**config.mk**
```make
export PLATFORM = sky130hd
export DESIGN_NAME = cache_maint_unit
export DESIGN_NICKNAME = d
export VERILOG_FILES = /design/src/rtl/cmu_pkg.sv /design/src/rtl/cmu_decode.sv /design/src/rtl/cmu_lookup.sv /design/src/rtl/cache_maint_unit.sv
export SDC_FILE = /design/constraint.sdc
export NUM_CORES = 1
export LEC_CHECK = 0
export BUFFER_PORTS_ARGS = -buffer_cell sky130_fd_sc_hd__buf_2
export CELL_PAD_IN_SITES_DETAIL_PLACEMENT = 0
export CELL_PAD_IN_SITES_GLOBAL_PLACEMENT = 1
export CORE_MARGIN = 4
export CORE_UTILIZATION = 35
export DETAILED_ROUTE_END_ITERATION = 10
export PLACE_DENSITY_LB_ADDON = 0.1
export SLEW_MARGIN = 20
export SYNTH_ARGS = -nofsm -noshare
export SYNTH_HDL_FRONTEND = slang
export SYNTH_SLANG_ARGS = --single-unit
```
**constraint.sdc**
```tcl
create_clock -name clk_i -period 6.25 [get_ports clk_i]
set_input_delay 0 -clock clk_i [delete_from_list [all_inputs] [get_ports clk_i]]
set_output_delay 0 -clock clk_i [all_outputs]
set_load 0.05 [all_outputs]
```
**src/rtl/cmu_pkg.sv**
```systemverilog
package cmu_pkg;
  localparam logic [4:0] OP_HIT_INV    = 5'h1A;
  localparam logic [4:0] OP_HIT_WBINV  = 5'h18;
  localparam logic [4:0] OP_HIT_WB     = 5'h1C;
  localparam logic [4:0] OP_IDX_INV    = 5'h16;
  localparam logic [4:0] OP_IDX_WBINV  = 5'h14;
  localparam logic [4:0] OP_IDX_LDWORD = 5'h11;
  localparam logic [4:0] OP_IDX_STWORD = 5'h13;
  localparam logic [4:0] OP_IDX_LDFLAG = 5'h10;
  localparam logic [4:0] OP_IDX_STFLAG = 5'h12;
  localparam logic [4:0] OP_ICACHE_NOP = 5'h07;
  localparam logic [4:0] OP_BRTGT_NOP  = 5'h0C;

  localparam int FLAG_W    = 12;
  localparam int DIRTY_BIT = 6;
  localparam int VALID_BIT = 5;
  localparam int LRF_BIT   = 4;

  typedef struct packed {
    logic hit_mode;
    logic do_wb;
    logic do_clear;
    logic ld_word;
    logic st_word;
    logic ld_flags;
    logic st_flags;
    logic unsup;
  } cmu_dec_t;

  typedef enum logic [1:0] {ST_IDLE, ST_EXEC, ST_WB} cmu_state_e;
endpackage

```
**src/rtl/cmu_decode.sv**
```systemverilog
module cmu_decode
  import cmu_pkg::*;
(
  input  logic [4:0] op_i,
  output cmu_dec_t   dec_o
);
  always_comb begin
    dec_o = '0;
    unique case (op_i)
      OP_HIT_INV:    begin dec_o.hit_mode = 1'b1; dec_o.do_clear = 1'b1; end
      OP_HIT_WBINV:  begin dec_o.hit_mode = 1'b1; dec_o.do_wb = 1'b1; dec_o.do_clear = 1'b1; end
      OP_HIT_WB:     begin dec_o.hit_mode = 1'b1; dec_o.do_wb = 1'b1; end
      OP_IDX_INV:    dec_o.do_clear = 1'b1;
      OP_IDX_WBINV:  begin dec_o.do_wb = 1'b1; dec_o.do_clear = 1'b1; end
      OP_IDX_LDWORD: dec_o.ld_word = 1'b1;
      OP_IDX_STWORD: dec_o.st_word = 1'b1;
      OP_IDX_LDFLAG: begin dec_o.do_wb = 1'b1; dec_o.ld_flags = 1'b1; end
      OP_IDX_STFLAG: dec_o.st_flags = 1'b1;
      OP_ICACHE_NOP, OP_BRTGT_NOP: ;
      default:       dec_o.unsup = 1'b1;
    endcase
  end
endmodule

```
**src/rtl/cmu_lookup.sv**
```systemverilog
module cmu_lookup
  import cmu_pkg::*;
#(
  parameter int ADDR_W = 32,
  parameter int WAYS   = 2,
  localparam int WAY_W = (WAYS > 1) ? $clog2(WAYS) : 1
) (
  input  logic [ADDR_W-1:0]           addr_i,
  input  logic [WAYS-1:0][ADDR_W-1:0] tags_i,
  output logic                        hit_o,
  output logic [WAY_W-1:0]            hit_way_o
);
  logic [WAYS-1:0] way_hit;

  for (genvar w = 0; w < WAYS; w++) begin : g_cmp
    assign way_hit[w] = tags_i[w][VALID_BIT] &&
                        (tags_i[w][ADDR_W-1:FLAG_W] == addr_i[ADDR_W-1:FLAG_W]);
  end

  // lowest way wins
  always_comb begin
    hit_way_o = '0;
    for (int w = WAYS - 1; w >= 0; w--) begin
      if (way_hit[w]) hit_way_o = WAY_W'(w);
    end
  end

  assign hit_o = |way_hit;
endmodule

```
**src/rtl/cache_maint_unit.sv**
```systemverilog
module cache_maint_unit
  import cmu_pkg::*;
#(
  parameter int ADDR_W  = 32,
  parameter int SET_W   = 6,
  parameter int OFF_W   = 6,
  localparam int WORD_W = OFF_W - 2
) (
  input  logic              clk_i,
  input  logic              rst_ni,
  input  logic              cmd_valid_i,
  output logic              cmd_ready_o,
  input  logic [4:0]        op_i,
  input  logic [ADDR_W-1:0] addr_i,
  input  logic [31:0]       taglo_i,
  output logic [31:0]       taglo_o,
  output logic              done_o,
  output logic              unsupported_o,
  output logic [SET_W-1:0]  arr_set_o,
  output logic              arr_way_o,
  output logic [WORD_W-1:0] arr_word_o,
  input  logic [ADDR_W-1:0] tag0_i,
  input  logic [ADDR_W-1:0] tag1_i,
  input  logic [31:0]       data_rd_i,
  output logic              tag_we_o,
  output logic [ADDR_W-1:0] tag_wdata_o,
  output logic              data_we_o,
  output logic [31:0]       data_wdata_o,
  output logic              wb_req_o,
  output logic [ADDR_W-1:0] wb_addr_o,
  input  logic              wb_ack_i
);
  cmu_state_e        state_q, state_d;
  logic [4:0]        op_q;
  logic [ADDR_W-1:0] addr_q;
  logic [31:0]       taglo_in_q;
  logic              done_q, unsup_q;
  logic [31:0]       taglo_q;

  cmu_dec_t          dec;
  logic              hit, hit_way, sel_way, active, dirty_valid, need_wb, act, did_wb;
  logic [ADDR_W-1:0] sel_tag;
  logic [FLAG_W-1:0] flags_now;

  cmu_decode u_dec (.op_i(op_q), .dec_o(dec));

  cmu_lookup #(.ADDR_W(ADDR_W), .WAYS(2)) u_lookup (
    .addr_i   (addr_q),
    .tags_i   ({tag1_i, tag0_i}),
    .hit_o    (hit),
    .hit_way_o(hit_way)
  );

  assign sel_way     = dec.hit_mode ? hit_way : addr_q[0];
  assign sel_tag     = sel_way ? tag1_i : tag0_i;
  assign active      = dec.hit_mode ? hit : !dec.unsup;
  assign dirty_valid = sel_tag[DIRTY_BIT] && sel_tag[VALID_BIT];
  assign need_wb     = (state_q == ST_EXEC) && active && dec.do_wb && dirty_valid;
  assign did_wb      = (state_q == ST_WB);
  assign act         = ((state_q == ST_EXEC) && !need_wb) || (did_wb && wb_ack_i);

  assign arr_set_o  = addr_q[OFF_W +: SET_W];
  assign arr_way_o  = sel_way;
  assign arr_word_o = addr_q[2 +: WORD_W];

  assign wb_req_o  = did_wb;
  assign wb_addr_o = {sel_tag[ADDR_W-1:FLAG_W], addr_q[FLAG_W-1:OFF_W], OFF_W'(0)};

  // flags as seen after a completed write-back
  always_comb begin
    flags_now = sel_tag[FLAG_W-1:0];
    if (did_wb) flags_now[DIRTY_BIT] = 1'b0;
  end

  always_comb begin
    tag_we_o    = 1'b0;
    tag_wdata_o = sel_tag;
    if (act && active) begin
      if (dec.do_clear) begin
        tag_we_o    = 1'b1;
        tag_wdata_o = '0;
        tag_wdata_o[LRF_BIT] = sel_tag[LRF_BIT];
      end else if (dec.st_flags) begin
        tag_we_o    = 1'b1;
        tag_wdata_o = {sel_tag[ADDR_W-1:FLAG_W], taglo_in_q[FLAG_W-1:0]};
      end else if (did_wb) begin
        tag_we_o    = 1'b1;
        tag_wdata_o = {sel_tag[ADDR_W-1:FLAG_W], flags_now};
      end
    end
  end

  assign data_we_o    = act && dec.st_word;
  assign data_wdata_o = taglo_in_q;

  always_comb begin
    state_d = state_q;
    unique case (state_q)
      ST_IDLE: if (cmd_valid_i) state_d = ST_EXEC;
      ST_EXEC: state_d = need_wb ? ST_WB : ST_IDLE;
      ST_WB:   if (wb_ack_i) state_d = ST_IDLE;
      default: state_d = ST_IDLE;
    endcase
  end

  always_ff @(posedge clk_i or negedge rst_ni) begin
    if (!rst_ni) begin
      state_q    <= ST_IDLE;
      op_q       <= '0;
      addr_q     <= '0;
      taglo_in_q <= '0;
      done_q     <= 1'b0;
      unsup_q    <= 1'b0;
      taglo_q    <= '0;
    end else begin
      state_q <= state_d;
      done_q  <= act;
      unsup_q <= act && dec.unsup;
      if (state_q == ST_IDLE && cmd_valid_i) begin
        op_q       <= op_i;
        addr_q     <= addr_i;
        taglo_in_q <= taglo_i;
      end
      if (act && dec.ld_word)  taglo_q <= data_rd_i;
      if (act && dec.ld_flags) taglo_q <= {{(32-FLAG_W){1'b0}}, flags_now};
    end
  end

  assign cmd_ready_o   = (state_q == ST_IDLE);
  assign done_o        = done_q;
  assign unsupported_o = unsup_q;
  assign taglo_o       = taglo_q;

  a_r11_done_single: assert property (@(posedge clk_i) disable iff (!rst_ni)
    done_o |=> !done_o);
  a_r4_wb_held: assert property (@(posedge clk_i) disable iff (!rst_ni)
    (wb_req_o && !wb_ack_i) |=> (wb_req_o && $stable(wb_addr_o)));
  a_r4_wb_only_dirty: assert property (@(posedge clk_i) disable iff (!rst_ni)
    wb_req_o |-> (sel_tag[DIRTY_BIT] && sel_tag[VALID_BIT]));
  a_r11_done_after_ack: assert property (@(posedge clk_i) disable iff (!rst_ni)
    $fell(wb_req_o) |-> done_o);
  a_r10_unsup_with_done: assert property (@(posedge clk_i) disable iff (!rst_ni)
    unsupported_o |-> done_o);
  a_r5_no_write_on_miss: assert property (@(posedge clk_i) disable iff (!rst_ni)
    (dec.hit_mode && !hit) |-> (!tag_we_o && !wb_req_o));
  a_r11_one_array_write: assert property (@(posedge clk_i) disable iff (!rst_ni)
    !(tag_we_o && data_we_o));
endmodule

```
* After elaboration in Yosys (flattened, before gate mapping)
Cells that the tools add are included.
Word-level totals: register bits 105, bits in latches 0, RAM bits 0, bits in read-only memories 0, bits of input ports 169, output and inout bits 145, logic and storage cells 76, memories 0
Cells by class: $add $sub $neg 0, multiply operators 0, divide/modulo/power cells 0, order comparisons 0, equal/unequal tests 17, shift-type cells 0, mux-type cells 28, bitwise logic cells 0, reductions and logical operators 24
Operators with widths (number):
- two-way mux 32 bit | 5
- == test 5 bit, second input constant | 9
- == test 20 bit | 2
- two-way mux 1 bit | 17
- logical AND 1 bit | 14
- two-way mux 12 bit | 1
- OR reduction 11 bit | 1
- OR reduction 4 bit | 2
- two-way mux 7 bit | 1
- two-way mux 2 bit | 3
- one-hot mux 2 bit (3 select lines) | 1
- == test 5 x 3 -> 1 bit, second input constant | 1
- == test 5 x 4 -> 1 bit, second input constant | 1
- inequality test 2 bit, second input constant | 2
- OR reduction 3 bit | 1
- == test 2 x 1 -> 1 bit, second input constant | 1
- == test 2 bit, second input constant | 1
- logical NOT 2 bit | 1
- AND reduction 2 bit | 1
- nonzero test 2 bit | 1
- OR reduction 2 bit | 1
- logical NOT 1 bit | 1
- logical OR 1 bit | 1

* Depth between registers and ports, before layout
Gate-level depths: netlist of the first run.
depth in word-level cells 14, depth in mapped cells 11, depth with buffers taken out 8

* By module
Synthesis of the first run repeated with hierarchy kept, for this count alone.
Unflattened totals: cells, all modules 449, area, all modules 5454.0 um^2
Modules (own cells, without submodules):
- cache_maint_unit | times used 1, cells each 375, area each 4899.7 um^2, seq. area each 2627.5 um^2
- cmu_lookup | times used 1, cells each 56, area each 445.4 um^2, seq. area each 0.0 um^2
- cmu_decode | times used 1, cells each 18, area each 108.9 um^2, seq. area each 0.0 um^2

* Least setup slack after synthesis of the first run
OpenSTA, ideal clock, no wires.
kind reg-to-output, start register addr_q[18], end output port tag_wdata_o[6], arrival time 3550 ps, data required time 6250 ps, setup slack 2700 ps, cell stages (with the launch flop) 9, buffers on the path 0, cell sequence dfrtp_1 > xnor2_1 > nand4_1 > nor4_1 > nand4_1 > o21ai_2 > mux2i_1 > a211oi_1 > o22ai_1
On the way: cells in the longest elaborated chain, start to end 13, elaborated cells between the ends (all ways) 23, those cells by class 2 x eq/ne; 10 x mux; 11 x reduce/logical
Ends and longest elaborated chain:
- start: declaration | RTL line cache_maint_unit.sv:35 | logic [ADDR_W-1:0] addr_q;
- start signal: assignment | RTL line cache_maint_unit.sv:121 | addr_q <= addr_i;
- parallel branches: the longest is 12 deep, another holds two-way mux 32 bit
- two-way mux 32 bit * | RTL line cache_maint_unit.sv:78 | if (act && active) begin
- end: declaration | RTL line cache_maint_unit.sv:26 | output logic [ADDR_W-1:0] tag_wdata_o,
Every way passes the cells marked *.

* Worst setup path in the final report of the first run
start register addr_q[16], end output port tag_wdata_o[19]
On the way: cells in the longest elaborated chain, start to end 13, elaborated cells between the ends (all ways) 20, those cells by class 2 x eq/ne; 7 x mux; 11 x reduce/logical
Ends and longest elaborated chain:
- == test 20 bit | RTL line cmu_lookup.sv:17 | (tags_i[w][ADDR_W-1:FLAG_W] == addr_i[ADDR_W-1:FLAG_W]);
- logical AND 1 bit | RTL line cmu_lookup.sv:16 | assign way_hit[w] = tags_i[w][VALID_BIT] &&
- two-way mux 1 bit (2 in series) | RTL line cmu_lookup.sv:24 | if (way_hit[w]) hit_way_o = WAY_W'(w);
- two-way mux 1 bit | RTL line cache_maint_unit.sv:54 | assign sel_way = dec.hit_mode ? hit_way : addr_q[0];
- two-way mux 32 bit | RTL line cache_maint_unit.sv:55 | assign sel_tag = sel_way ? tag1_i : tag0_i;
- logical AND 1 bit | RTL line cache_maint_unit.sv:57 | assign dirty_valid = sel_tag[DIRTY_BIT] && sel_tag[VALID_BIT];
- logical AND 1 bit | RTL line cache_maint_unit.sv:58 | assign need_wb = (state_q == ST_EXEC) && active && dec.do_wb && dirty_valid;
- logical NOT 1 bit | RTL line cache_maint_unit.sv:60 | assign act = ((state_q == ST_EXEC) && !need_wb) || (did_wb && wb_ack_i);
- logical AND 1 bit | RTL line cache_maint_unit.sv:60
- logical OR 1 bit | RTL line cache_maint_unit.sv:60
- logical AND 1 bit | RTL line cache_maint_unit.sv:78
- two-way mux 32 bit * | RTL line cache_maint_unit.sv:78
Every way passes the cells marked *; elsewhere a longest branch is shown, timed or not.

==> qor.txt, run 1 <==
status - complete, no violations
Chip Height - 134 um
IO Port Bufs - 306
Arr. time, crit path - 3.44 ns
pwr dens - 376 nW/um^2
die area - 18100 sq um
Slowest cell on crit path - a211oi_4
Clock Tree Root - clkbuf_16
worst r2r src - addr_q[16]
flops & latches, synth - 104
RSZ-0062 raised after global routing - false
Slew Limit Fails - 0
post-CTS setup buffer count - 0
via count - 5157
worst path required time - 6.25 ns
antenna cells - 0
Avg Inst Size Synth - 10.8 sq um
Area Growth Syn to Fin - 50.3%
H-tree depth - 3
Main synth FF type - dfrtp_1
Pleak - 0.00417 uW
Rel. slew slack - 28.5%
synth unique cells - 38
element type at the critical path start - flip-flop
hpwl dp - 13800 um
Async SR Flop Fraction - 100%
Period Utilization, post-route - 55.1%
Worst-path clk slew - 0.08 ns
Initial DRT Pass Iterations - 4
sequential share of the synthesized area - 46.5%
Setup Crit Path Kind - reg2out
first-pass GRT wire length - 29100 um
final hold vios - 0
largest net degree at the start of global routing - 71
slowest stage delay, CP - 0.62 ns
total gr overflow - 0
Nets - 1052
Setup violations, final - 0
share of cells above drive strength 1 - 48.3%
Peak VDD IR - 0.227 mV
final instance area - 8410 sq um
crit path time final - 3.44 ns
Core Footprint - 15400 sq um
Max Cap Violations - 0
FP Rows - 45
Clock Latency Late Sink - 0.36 ns
post-synthesis cell area - 5590 sq um
synthesized netlist cell count - 517
Warnings, synthesis - 0
initial core utilization - 36.3%
Routed WL - 18500 um
CP endpoint kind - primary output
drt initial violations - 223
Boundary Pins - 314
Routed WL per cell - 16.9 um
initial antenna violation count - 0
fmax - 291 MHz
Routed Antenna Nets - 0
CP Launch Point - addr_q[16]
clk buf depth - 2
drc violations - 0
GRT Overall Usage - 20.3%
CP Cell Sequence - xor2_1 > nor4_1 > nand4_1 > o21ai_2 > o21ai_4 > mux2i_1 > a211oi_4 > buf_4 > nor2b_1 > buf_2
Tightest Pin Transition - 1.07 ns
hold path start - data_rd_i[7]
CP delay by family, top - compound AO/OA/AOI/OAI gates
die width - 134 um
vias in the first global route - 5532
gp weighted congestion - 0.780
Post-synth EDFFs - 0
worst-case clock skew - 0.00722 ns
Buf+Inv Stages, Crit Path - 2
CTS tree - yes
TritonCTS buffer count - 9
Num Clock Sinks - 104
Hold WC Path Type - in2reg
final setup TNS - 0 ns
vias per cell - 4.70
crit path max fanout - 19
Placed Area - 7170 sq um
[cell type report]
type / instances / area (sq um)
Sequential cell: 104 / 2600
Timing Repair Buffer: 402 / 2480
Clock inverter: 6 / 86.3
Multi-Input combinational cell: 362 / 2730
Tap cell: 211 / 264
Clock buffer: 9 / 225
Fill cell: 1443 / 7020
Inverter: 4 / 15.0
[worst reg2reg max path: cells and delay by family (launching register included)]
kind | cells | cell delay, ns
simple gates | 3 | 1.70
flops | 1 | 0.41
xor+xnor | 1 | 0.17
compound gates | 1 | 0.30
mux | 2 | 0.65
[state kept, by name, summed over array words and instances (netlist names)]
name           cells
state_q            2
op_q               5
done_o             1
taglo_o           32
addr_q            31
data_wdata_o      32
unsupported_o      1
[power by group]
group	switching (uW)	leakage (uW)	internal (uW)
clock	288	0.000153	321
combinational	1140	0.00276	442
sequential	119	0.00126	848
[final timing paths]
check / endpoint / slack (ns) / cells past startpoint
worst max-delay path: tag_wdata_o[19] / 2.81 / 10
worst min-delay path: taglo_o[7] / 0.06 / 4
worst max register to register: taglo_o[5] / 2.90 / 7
worst min register to register: taglo_o[11] / 0.47 / 1
max in group asynchronous: taglo_o[31] / 4.83 / 3
min in group asynchronous: data_wdata_o[24] / 0.16 / 2
[layer usage]
metal | share of wire (%) | vias to the layer above | global-route usage, % | routed length, um
met5 | 0 | - | 0 | 0
met4 | 1.7 | 0 | 6.00 | 315
li1 | - | 2499 | - | -
met2 | 51 | 151 | 35.9 | 9530
met3 | 6.5 | 24 | 6.23 | 1210
met1 | 40 | 2483 | 23.8 | 7490
[synth_stat cells, drive strengths merged, types with 2 or more instances]
library cell	number	share of area, %
nand2b	2	0.22
xnor2	17	2.7
clkbuf	18	1.2
o21ai	27	2.6
nor3	3	0.27
nand4	10	1.1
nand3	5	0.45
mux2i	16	2.9
nand2	52	3.5
and3	2	0.22
nor2	29	1.9
a21oi	6	0.54
a21o	12	1.6
dfrtp	104	47
nor2b	24	2.7
a211oi	22	3.8
xor2	24	3.8
mux2	87	18
inv	4	0.27
and2	2	0.22
nor4	7	0.78
buf	34	4.1
[placed cells by master (no fill, tap or decap), types with 2 or more instances in the layout]
cell type	Yosys	routed
a211oi_1	13	12
a211oi_2	9	9
a21o_1	12	12
a21oi_1	6	6
and3_1	2	2
buf_2	8	305
buf_4	22	5
clkbuf_16	0	9
conb_1	1	6
dfrtp_1	104	104
dlygate4sd3_1	0	92
inv_1	4	4
inv_6	0	2
inv_8	0	2
mux2_2	87	87
mux2i_1	16	16
nand2_1	52	52
nand2b_1	2	2
nand3_1	5	5
nand4_1	10	10
nor2_1	29	29
nor2b_1	24	24
nor3_1	3	2
nor4_1	7	7
o21ai_0	24	24
xnor2_1	17	17
xor2_1	24	24
[through the flow]
step	instances	power, uW	setup slack (ns)	util [%]	hold WS (ns)
finish	1098	3160	2.81	54.5	0.0633
global route	1098	3320	2.49	54.5	0.0713
CTS	1098	3190	2.77	54.5	0.0555
detailed placement	991	2530	2.90	46.5	0.0139
global placement	991	2510	2.92	46.5	-0.00518
floorplan	522	2140	2.70	-	-0.296
[cell families (layout without fill, tap and decap cells)]
kind of cell	Yosys count	after routing	synth area share, %
AOI/OAI and AO/OA	71	71	9.02
xor gates and xnor gates	41	41	6.42
buffers and inverters	56	421	5.55
DFF	104	104	46.5
muxes	103	103	20.4
other	1	6	0.0670
and+or+nand+nor	141	141	12.0
[what timing repair did]
action / in CTS / in global routing
gates resized for setup: 0 / 0
hold endpoints to repair: 131 / 0
hold buffers: 92 / 0
(Power assumes the default switching activity.)
==> run 2, diff against run 1 <==
--- a/config.mk
+++ b/config.mk
@@ -9,7 +9,7 @@
 export CELL_PAD_IN_SITES_DETAIL_PLACEMENT = 0
 export CELL_PAD_IN_SITES_GLOBAL_PLACEMENT = 1
 export CORE_MARGIN = 4
-export CORE_UTILIZATION = 35
+export CORE_UTILIZATION = 29
 export DETAILED_ROUTE_END_ITERATION = 10
 export PLACE_DENSITY_LB_ADDON = 0.1
 export SLEW_MARGIN = 20
==> constraint.sdc (replaced) <==
create_clock -name clk_i -period 3 [get_ports clk_i]
set_input_delay 0 -clock clk_i [delete_from_list [all_inputs] [get_ports clk_i]]
set_output_delay 0 -clock clk_i [all_outputs]
set_load 0.05 [all_outputs]
==> run 2 against run 1 <==
Compared with the run above:
- clock skew increased by 0.0037 ns
- setup slack lost 2.8 ns
- global-route usage decreased by 3.6 points
- clock power grew 99%
- first-iteration DRC count down 27%
- register-to-register slack got worse by 2.7 ns
- cell count is 5.9% higher
- critical path type unchanged
- highest routed layer unchanged
==> qor.txt, run 2 (synthesis gave the netlist of run 1 again) <==
status - complete, no violations
vias in the first global route - 5568 (+0.65%)
hold path start - data_rd_i[10]
Tightest Pin Transition - 0.800 ns (-0.272 ns)
worst path required time - 3.00 ns (-3.25 ns)
final hold vios - 0 (unchanged)
Setup WS pre-CTS - 0.144 ns (-2.76 ns)
hold path depth - 4 (unchanged)
Chip Height - 147 um (+9.3%)
H-tree depth - 3 (unchanged)
CP delay by family, top - simple AND/OR/NAND/NOR gates
final setup TNS - 0 ns (unchanged)
worst-case clock skew - 0.0109 ns (+0.00365 ns)
clk buf depth - 2 (unchanged)
CTS tree - yes
total gr overflow - 0 (unchanged)
antenna cells - 0 (unchanged)
slowest stage delay, CP - 0.43 ns (-0.19 ns)
Peak VDD IR - 0.511 mV (+130%)
Clock Latency Late Sink - 0.35 ns (about the same)
Setup violations, final - 0 (unchanged)
gp weighted congestion - 0.754 (-3.3%)
share of cells above drive strength 1 - 54.3% (+6.0 points)
Crit Reg-Reg Endpoint - taglo_o[5]
element type at the critical path start - flip-flop
hpwl dp - 13500 um (-2.0%)
Routed Antenna Nets - 0 (unchanged)
FP Rows - 50 (+11%)
TritonCTS buffer count - 9 (unchanged)
crit path time final - 2.97 ns
Area Growth Syn to Fin - 63.7%
Routed WL - 18700 um (+1.1%)
Routed WL per cell - 16.1 um (-4.6%)
IO Port Bufs - 306 (unchanged)
largest net degree at the start of global routing - 105 (+48%)
vias per cell - 4.46 (-5.1%)
Buf+Inv Stages, Crit Path - 3 (+1)
Pleak - 0.00444 uW (+6.5%)
Register-to-Register Path Depth - 9 (+2)
die width - 147 um (+9.3%)
pwr dens - 740 nW/um^2 (+97%)
Core Footprint - 18800 sq um (+22%)
CP endpoint kind - primary output
initial antenna violation count - 0 (unchanged)
Overall Power - 6780 uW (+110%)
Clock Tree Root - clkbuf_16
die area - 21600 sq um (+19%)
CP Cell Sequence - xnor2_2 > nand4_1 > nor4_2 > nand4_1 > o21ai_4 > mux2i_4 > a211oi_4 > buf_6 > buf_16 > a211oi_2 > buf_6
drc violations - 0 (unchanged)
RSZ-0062 raised after global routing - true
Hold WC Path Type - in2reg
Slowest cell on crit path - dfrtp_1
Boundary Pins - 314 (unchanged)
most frequent cells in the layout - buf_2, dfrtp_1, dlygate4sd3_1
Rel. slew slack - 46.5% (+18 points)
Max Cap Violations - 0 (unchanged)
Setup Crit Path Kind - reg2out
initial core utilization - 29.7% (-6.6 points)
fill cell count - 1741 (+21%)
Arr. time, crit path - 2.97 ns (-0.47 ns)
GRT Overall Usage - 16.8% (-3.6 points)
Slew Limit Fails - 0 (unchanged)
crit path max fanout - 8 (-11)
Period Utilization, post-route - 99.1%
Worst Hold Path EP - taglo_o[10]
Worst-path clk slew - 0.08 ns (about the same)
via count - 5183 (+0.50%)
R2R setup slack - 0.18 ns (-2.72 ns)
fmax - 336 MHz
Num Clock Sinks - 104 (unchanged)
first-pass GRT wire length - 29100 um (+0.19%)
Initial DRT Pass Iterations - 4 (unchanged)
drt initial violations - 162 (-27%)
worst r2r src - addr_q[31]
Nets - 1068 (+1.5%)
CP Launch Point - addr_q[27]
final worst setup slack - 0.0257 ns (-2.78 ns)
leading cell type in the layout, fill and taps excluded - buf_2
run 2: cell types whose count changed in the layout (fill, tap and decap cells not counted), moves of 5 or more:
cell and change:
buf_2 -31, a211oi_2 +8, xnor2_2 +12, xnor2_1 -12, buf_6 +32, nor2b_2 +7, mux2i_2 +7, buf_12 +5
nor2b_1 -9, mux2i_1 -8, buf_4 +8, a211oi_1 -12
run 2: layout make-up:
type | count | area [sq um] | area share (%)
clock inverters | 6 | 77.6 | 0.847
repair buffers | 418 | 2900 | 31.7
well taps | 260 | 325 | 3.55
flip-flops and latches | 104 | 2600 | 28.4
inverters | 4 | 15.0 | 0.164
clock buffers | 9 | 225 | 2.46
multi-input cells | 362 | 3010 | 32.8
run 2: tightest hold or removal path: cells and delay by family:
| family | cells | cell delay (ns) |
|---|---|---|
| compound gates | 2 | 0.27 |
| buf+inv | 1 | 0.08 |
| simple gates | 1 | 0.04 |
run 2: per-layer routing:
metal	vias up	wire length [um]	track usage (%)	share of wire, %
li1	2525	-	-	-
met1	2471	7550	20.0	40
met2	170	9810	30.2	52
met3	17	1150	4.23	6.1
met4	0	231	4.28	1.2
met5	-	0	0	0
run 2: worst max path at each step:
stage,to,slack [ns],cells past startpoint
after floorplan,tag_wdata_o[6],0.1,8
after global placement,taglo_o[5],0.21,8
after detailed placement,taglo_o[5],0.14,8
after CTS,tag_wdata_o[1],-0.01,11
after global routing,tag_wdata_o[9],-0.12,11
final,tag_wdata_o[10],0.03,11
run 2: metrics by stage:
stage / hold WS, ns / util, % / instance area, sq um / instances
after floorplan: -0.296 / - / 5670 / 522
after global placement: 0.121 / 39.2 / 7390 / 1045
after detailed placement: 0.132 / 39.2 / 7390 / 1045
after CTS: 0.0572 / 47.0 / 8850 / 1160
after global routing: 0.0824 / 48.6 / 9150 / 1163
final: 0.0728 / 48.6 / 9150 / 1163
run 2: power breakdown:
group / internal (uW) / switching (uW)
Combinational: 1120 / 2420
Sequential: 1770 / 248
Clock: 658 / 555
run 2: timing repair:
| action | CTS | global route |
|---|---|---|
| hold endpoints to repair | 195 | 0 |
| setup endpoints to repair | 32 | 34 |
| cloned | 1 | 1 |
| gates resized for setup | 33 | 94 |
| pin swaps | 7 | 6 |
| hold buffers | 92 | 0 |
| buffers inserted | 7 | 2 |
